### src/rtl/gpio_evt_pkg.sv
package gpio_evt_pkg;

    localparam int LANE_W    = 32;
    localparam int NUM_KINDS = 7;

    // Register word kinds; kind 0 is the sticky status, the rest are enables.
    typedef enum logic [2:0] {
        K_STAT  = 3'd0,
        K_RISE  = 3'd1,
        K_FALL  = 3'd2,
        K_HIGH  = 3'd3,
        K_LOW   = 3'd4,
        K_ARISE = 3'd5,
        K_AFALL = 3'd6
    } evt_kind_e;

    function automatic logic [7:0] kind_base(evt_kind_e k);
        logic [7:0] base;
        unique case (k)
            K_STAT:  base = 8'h40;
            K_RISE:  base = 8'h4C;
            K_FALL:  base = 8'h58;
            K_HIGH:  base = 8'h64;
            K_LOW:   base = 8'h70;
            K_ARISE: base = 8'h7C;
            K_AFALL: base = 8'h88;
            default: base = 8'h00;
        endcase
        return base;
    endfunction

    function automatic logic [7:0] reg_addr(evt_kind_e k, int bank);
        return kind_base(k) + 8'(4 * bank);
    endfunction

    // Bits of a bank's word that map to existing pins.
    function automatic logic [LANE_W-1:0] lane_mask(int npins, int bank);
        logic [LANE_W-1:0] m;
        for (int i = 0; i < LANE_W; i++) m[i] = (bank * LANE_W + i) < npins;
        return m;
    endfunction

endpackage

### src/rtl/gpio_evt_cfg.sv
module gpio_evt_cfg
    import gpio_evt_pkg::*;
#(
    parameter int NUM_PINS = 54
) (
    input  logic                                    clk,
    input  logic                                    rst_n,
    input  logic                                    wr_en,
    input  logic [7:0]                              addr,
    input  logic [LANE_W-1:0]                       wdata,
    output logic [NUM_KINDS-2:0][NUM_PINS-1:0]      en
);

    for (genvar k = 1; k < NUM_KINDS; k++) begin : g_kind
        logic [NUM_PINS-1:0] en_q;

        always_ff @(posedge clk) begin
            if (!rst_n) begin
                en_q <= '0;
            end else if (wr_en) begin
                for (int i = 0; i < NUM_PINS; i++) begin
                    if (addr == reg_addr(evt_kind_e'(k), i / LANE_W))
                        en_q[i] <= wdata[i % LANE_W];
                end
            end
        end

        assign en[k-1] = en_q;
    end

endmodule

### src/rtl/gpio_evt_detect.sv
module gpio_evt_detect
    import gpio_evt_pkg::*;
#(
    parameter int NUM_PINS = 54
) (
    input  logic                                    clk,
    input  logic                                    rst_n,
    input  logic [NUM_PINS-1:0]                     pin_level,
    input  logic [NUM_PINS-1:0]                     pin_raw,
    input  logic [NUM_KINDS-2:0][NUM_PINS-1:0]      en,
    output logic [NUM_PINS-1:0]                     evt
);

    logic [NUM_PINS-1:0] lvl_prev;
    logic [NUM_PINS-1:0] raw_cap;
    logic [NUM_PINS-1:0] raw_prev;

    always_ff @(posedge clk) begin
        if (!rst_n) begin
            lvl_prev <= '0;
            raw_cap  <= '0;
            raw_prev <= '0;
        end else begin
            lvl_prev <= pin_level;
            raw_cap  <= pin_raw;
            raw_prev <= raw_cap;
        end
    end

    // Enable index = kind - 1.
    for (genvar i = 0; i < NUM_PINS; i++) begin : g_pin
        logic s_rise, s_fall, r_rise, r_fall;
        assign s_rise = pin_level[i] & ~lvl_prev[i];
        assign s_fall = ~pin_level[i] & lvl_prev[i];
        assign r_rise = raw_cap[i] & ~raw_prev[i];
        assign r_fall = ~raw_cap[i] & raw_prev[i];
        assign evt[i] = (en[int'(K_RISE)  - 1][i] & s_rise)
                      | (en[int'(K_FALL)  - 1][i] & s_fall)
                      | (en[int'(K_HIGH)  - 1][i] & pin_level[i])
                      | (en[int'(K_LOW)   - 1][i] & ~pin_level[i])
                      | (en[int'(K_ARISE) - 1][i] & r_rise)
                      | (en[int'(K_AFALL) - 1][i] & r_fall);
    end

endmodule

### src/rtl/gpio_evt_status.sv
module gpio_evt_status #(
    parameter int NUM_PINS = 54
) (
    input  logic                clk,
    input  logic                rst_n,
    input  logic [NUM_PINS-1:0] evt,
    input  logic [NUM_PINS-1:0] clr_mask,
    output logic [NUM_PINS-1:0] status
);

    // New capture dominates an acknowledge on the same edge.
    always_ff @(posedge clk) begin
        if (!rst_n) status <= '0;
        else        status <= (status & ~clr_mask) | evt;
    end

endmodule

### src/rtl/gpio_evt_top.sv
module gpio_evt_top
    import gpio_evt_pkg::*;
#(
    parameter int NUM_PINS  = 54,
    parameter int NUM_BANKS = 2
) (
    input  logic                  clk,
    input  logic                  rst_n,
    input  logic                  bus_wr,
    input  logic [7:0]            bus_addr,
    input  logic [31:0]           bus_wdata,
    output logic [31:0]           bus_rdata,
    input  logic [NUM_PINS-1:0]   pin_level,
    input  logic [NUM_PINS-1:0]   pin_raw,
    output logic [NUM_BANKS-1:0]  irq_bank
);

    localparam int PAD_W = NUM_BANKS * LANE_W;

    logic [NUM_KINDS-2:0][NUM_PINS-1:0] en;
    logic [NUM_PINS-1:0]                evt;
    logic [NUM_PINS-1:0]                clr_mask;
    logic [NUM_PINS-1:0]                status_q;
    logic [NUM_KINDS-1:0][PAD_W-1:0]    view;

    gpio_evt_cfg #(.NUM_PINS(NUM_PINS)) u_cfg (
        .clk   (clk),
        .rst_n (rst_n),
        .wr_en (bus_wr),
        .addr  (bus_addr),
        .wdata (bus_wdata),
        .en    (en)
    );

    gpio_evt_detect #(.NUM_PINS(NUM_PINS)) u_det (
        .clk       (clk),
        .rst_n     (rst_n),
        .pin_level (pin_level),
        .pin_raw   (pin_raw),
        .en        (en),
        .evt       (evt)
    );

    gpio_evt_status #(.NUM_PINS(NUM_PINS)) u_sts (
        .clk      (clk),
        .rst_n    (rst_n),
        .evt      (evt),
        .clr_mask (clr_mask),
        .status   (status_q)
    );

    always_comb begin
        for (int i = 0; i < NUM_PINS; i++) begin
            clr_mask[i] = bus_wr
                        && (bus_addr == reg_addr(K_STAT, i / LANE_W))
                        && bus_wdata[i % LANE_W];
        end
    end

    assign view[0] = PAD_W'(status_q);
    for (genvar k = 1; k < NUM_KINDS; k++) begin : g_view
        assign view[k] = PAD_W'(en[k-1]);
    end

    for (genvar b = 0; b < NUM_BANKS; b++) begin : g_irq
        assign irq_bank[b] = |view[0][b*LANE_W +: LANE_W];
    end

    always_comb begin
        bus_rdata = '0;
        for (int k = 0; k < NUM_KINDS; k++) begin
            for (int b = 0; b < NUM_BANKS; b++) begin
                if (bus_addr == reg_addr(evt_kind_e'(k), b))
                    bus_rdata = view[k][b*LANE_W +: LANE_W];
            end
        end
    end

endmodule

### config.mk
export PLATFORM = sky130hd
export DESIGN_NAME = gpio_evt_top
export DESIGN_NICKNAME = d
export VERILOG_FILES = /design/src/rtl/gpio_evt_pkg.sv /design/src/rtl/gpio_evt_cfg.sv /design/src/rtl/gpio_evt_detect.sv /design/src/rtl/gpio_evt_status.sv /design/src/rtl/gpio_evt_top.sv
export SDC_FILE = /design/constraint.sdc
export NUM_CORES = 1
export LEC_CHECK = 0
export ABC_AREA = 1
export BUFFER_PORTS_ARGS = -buffer_cell sky130_fd_sc_hd__buf_4
export CAP_MARGIN = 5
export CORE_ASPECT_RATIO = 0.9
export CORE_UTILIZATION = 30
export DETAILED_ROUTE_END_ITERATION = 10
export PLACE_DENSITY = 0.52
export SLEW_MARGIN = 5
export SYNTH_ARGS = -nofsm -noshare
export SYNTH_HDL_FRONTEND = slang
export SYNTH_SLANG_ARGS = --single-unit
### constraint.sdc
create_clock -name clk -period 2 [get_ports clk]
set_clock_uncertainty 0.2 [all_clocks]
set_input_delay 0.3 -clock clk [delete_from_list [all_inputs] [get_ports clk]]
set_output_delay 0.3 -clock clk [all_outputs]
set_load 0.05 [all_outputs]
==> results.yml <==
place:
  port-buffer-count: 184
  dp.final_hpwl_um: 68600
  gp_routability_congestion: 0.967
worst_setup_path:
  critPathKind: "flip-flop to primary output"
  critical_path_at_ns: 2.31
  path_max_fanout: 2
  critPathRequiredTime_ns: 1.50
  timing.critical_path.max_delay_family: "simple AND/OR/NAND/NOR gates"
  max_stage_delay_ns: 0.52
  cp_num_buf_inv: 2
  worstSetupStartpointType: "flip-flop"
  slowest_stage: "sky130_fd_sc_hd__or4_4"
  setup.worst_path.start: "u_sts.status[38]"
  r2r_start: "u_cfg.g_kind[2].en_q[8]"
  crit_path_cells: "nor4_4, buf_4, nand4_1, or4_4, buf_8"
  crit_path_capture_type: "primary output"
grt:
  global_route_wire_length_before_repair_um: 141000
  maximum_number_of_pins_on_one_net_before_global_route_repair: 80
  global_route.overflow_total: 0
  grt_pass1_vias: 21300
  globalRouteTotalUtil: 0.240
  antenna_violations_before_repair: 2
sta:
  max_slew_margin: 0.533
  slew_violations: 0
  period_share: 1.41
  report.final.hold_viol_count: 0
  worst_slack_ns: -0.813
  timing.final.crit_period_ns: 2.81
  worst_slew_pin_slew_ns: 0.694
  rsz0062_at_grt: "true"
  finalSetupViolCount: 34
  fmax_ghz: 0.355
synthesis:
  synth_sequential_area_ratio: 0.468
  synth_area_leader_cell: "sky130_fd_sc_hd__dfxtp_1"
  postSynthRegisterBits: 540
  syn-num-nets: 3359
  cell_area_after_synthesis_mm2: 0.0231
  synth_area_leaders: "sky130_fd_sc_hd__dfxtp_1 (47%), sky130_fd_sc_hd__nand2_1 (12%), sky130_fd_sc_hd__a21oi_1 (7.6%)"
  yosys_warnings: 0
  synth_top_cell_area_share: 0.468
  synth_cell_type_count: 36
  avg_cell_area_syn_um2: 7.20
  synthesis.instances: 3208
cts:
  cts-buffers-inserted: 59
  clkSlewWorstSetupHoldPaths_ns: 0.06
  clock-root-buffer: "sky130_fd_sc_hd__clkbuf_16"
  numClockSinks: 540
  clkLatencyLatePin_ns: 0.66
  ctsHtreeMaxLevel: 2
  tritoncts: "yes"
  cts-root-to-sink-buffers: 3
die:
  die_area_mm2: 0.0781
  chipWidth_um: 294
  io_pins: 185
  die_height_um: 265
  start_util: 0.303
  core_mm2: 0.0762
  fp-row-count: 96
job:
  max_cap_violations: 0
finish:
  layout_common_cells: "sky130_fd_sc_hd__nand2_1 (623), sky130_fd_sc_hd__dfxtp_1 (494), sky130_fd_sc_hd__inv_1 (428)"
  area.growth.synth_to_final_pct: 44.3
  postLayoutCoreUtil: 0.437
  drive_gt1_frac: 0.226
  final_common_cell: "sky130_fd_sc_hd__nand2_1"
  finalNetCount: 3860
routing:
  drt_pass1_iterations: 8
  detail-route-antenna-nets: 0
  viasPerCell: 4.98
  drt_drc_violations_left: 4
  totalWireLength_um: 97100
  starting_drt_drc_count: 2397
  via_count: 23800
  routed_wl_per_cell_um: 20.3
pwr:
  cellLeakagePower_uw: 0.0141
  worst_ir_drop_vdd_v: 0.000674
  design_power_total_uw: 24300
  cellPowerDensity_mw_per_mm2: 731
status:
  status: "finished with violations"
  violated_checks: "DRC, setup timing"
worst_hold_path:
  worst_hold_startpoint: "pin_raw[9]"
  hp-class: "input port to flip-flop"
[worst paths after layout]
path | endpoint | slack [ns] | depth (start not counted)
worst max-delay path | irq_bank[1] | -0.81 | 5
worst min-delay path | u_det.raw_cap[9] | 0.16 | 4
worst max register to register | u_sts.status[8] | 0.36 | 4
worst min register to register | u_det.raw_prev[41] | 0.24 | 2
[area by class of cell]
| class | instances | area [µm²] |
|---|---|---|
| fill | 7737 | 42800 |
| multi-input combinational | 1999 | 11000 |
| sequential | 540 | 10900 |
| timing repair buffer | 644 | 6430 |
| inverter | 465 | 1810 |
| clock buffer | 90 | 1740 |
| tap | 1029 | 1290 |
| clock inverter | 16 | 179 |
| antenna | 1 | 2.50 |
[worst min-delay path, cell delays in order]
cell and delay, ns:
sky130_fd_sc_hd__dlygate4sd3_1 0.53, sky130_fd_sc_hd__buf_4 0.10, sky130_fd_sc_hd__nand2_1 0.04, sky130_fd_sc_hd__inv_1 0.04
[state kept, by name (all words and copies together) (netlist names)]
| signal | count |
|---|---|
| u_det.raw_cap | 54 |
| u_sts.status | 54 |
| u_cfg.g_kind.en_q | 324 |
| u_det.raw_prev | 54 |
| u_det.lvl_prev | 54 |
[through the flow]
step                      cell area (µm²)  TNS, ns  setup slack (ns)  hold slack (ns)  cells
after floorplan                     23500    -2.96            -0.197            0.193   3208
after global placement              27500   -82.43            -0.606            0.230   4445
after detailed placement            27500   -86.32            -0.618            0.238   4445
after CTS                           32500   -17.69            -0.889            0.129   4761
after global routing                33300   -18.13            -0.827            0.194   4783
final                               33300   -16.42            -0.813            0.160   4784
[cell usage after synthesis, drive strengths merged]
| cell | number |
|---|---|
| or4 | 1 |
| a32oi | 5 |
| o2111ai | 19 |
| a221oi | 16 |
| nor3 | 14 |
| o21bai | 11 |
| nand3 | 192 |
| o21ai | 373 |
| o211ai | 55 |
| a21oi | 349 |
| inv | 465 |
| a31oi | 10 |
| buf | 69 |
| nand2 | 721 |
| or2 | 1 |
| a41oi | 44 |
| nor2 | 122 |
| a211o | 16 |
| clkbuf | 135 |
| nor4 | 12 |
| o22ai | 4 |
| o221ai | 6 |
| nand3b | 2 |
| nand4 | 26 |
| dfxtp | 540 |
[cells by family after synthesis]
kind of cell / count (synthesis) / synth area share
buffers and inverters: 669 / 0.113
and+or+nand+nor: 1091 / 0.197
DFF: 540 / 0.468
AOI/OAI and AO/OA: 908 / 0.222
[per-layer routing]
| metal | GRT usage | part of all wire | vias up |
|---|---|---|---|
| met1 | 0.383 | 0.49 | 11100 |
| li1 | - | - | 11500 |
| met5 | 0.0138 | 0.0017 | - |
| met3 | 0.0601 | 0.11 | 98 |
| met4 | 0.0545 | 0.017 | 4 |
| met2 | 0.311 | 0.38 | 1066 |
[power breakdown]
group	internal [µW]	switching (µW)
Sequential	11000	245
Combinational	959	1150
Clock	6240	4720
[repair_timing]
item,4_1_cts,5_1_grt
endpoints found under the setup margin,34,43
gates cloned,4,3
endpoints found under the hold margin,508,0
hold buffers,186,0
pin swaps,94,104
buffers inserted,20,24
gates resized for setup,282,161
(Power assumes the default switching activity.)
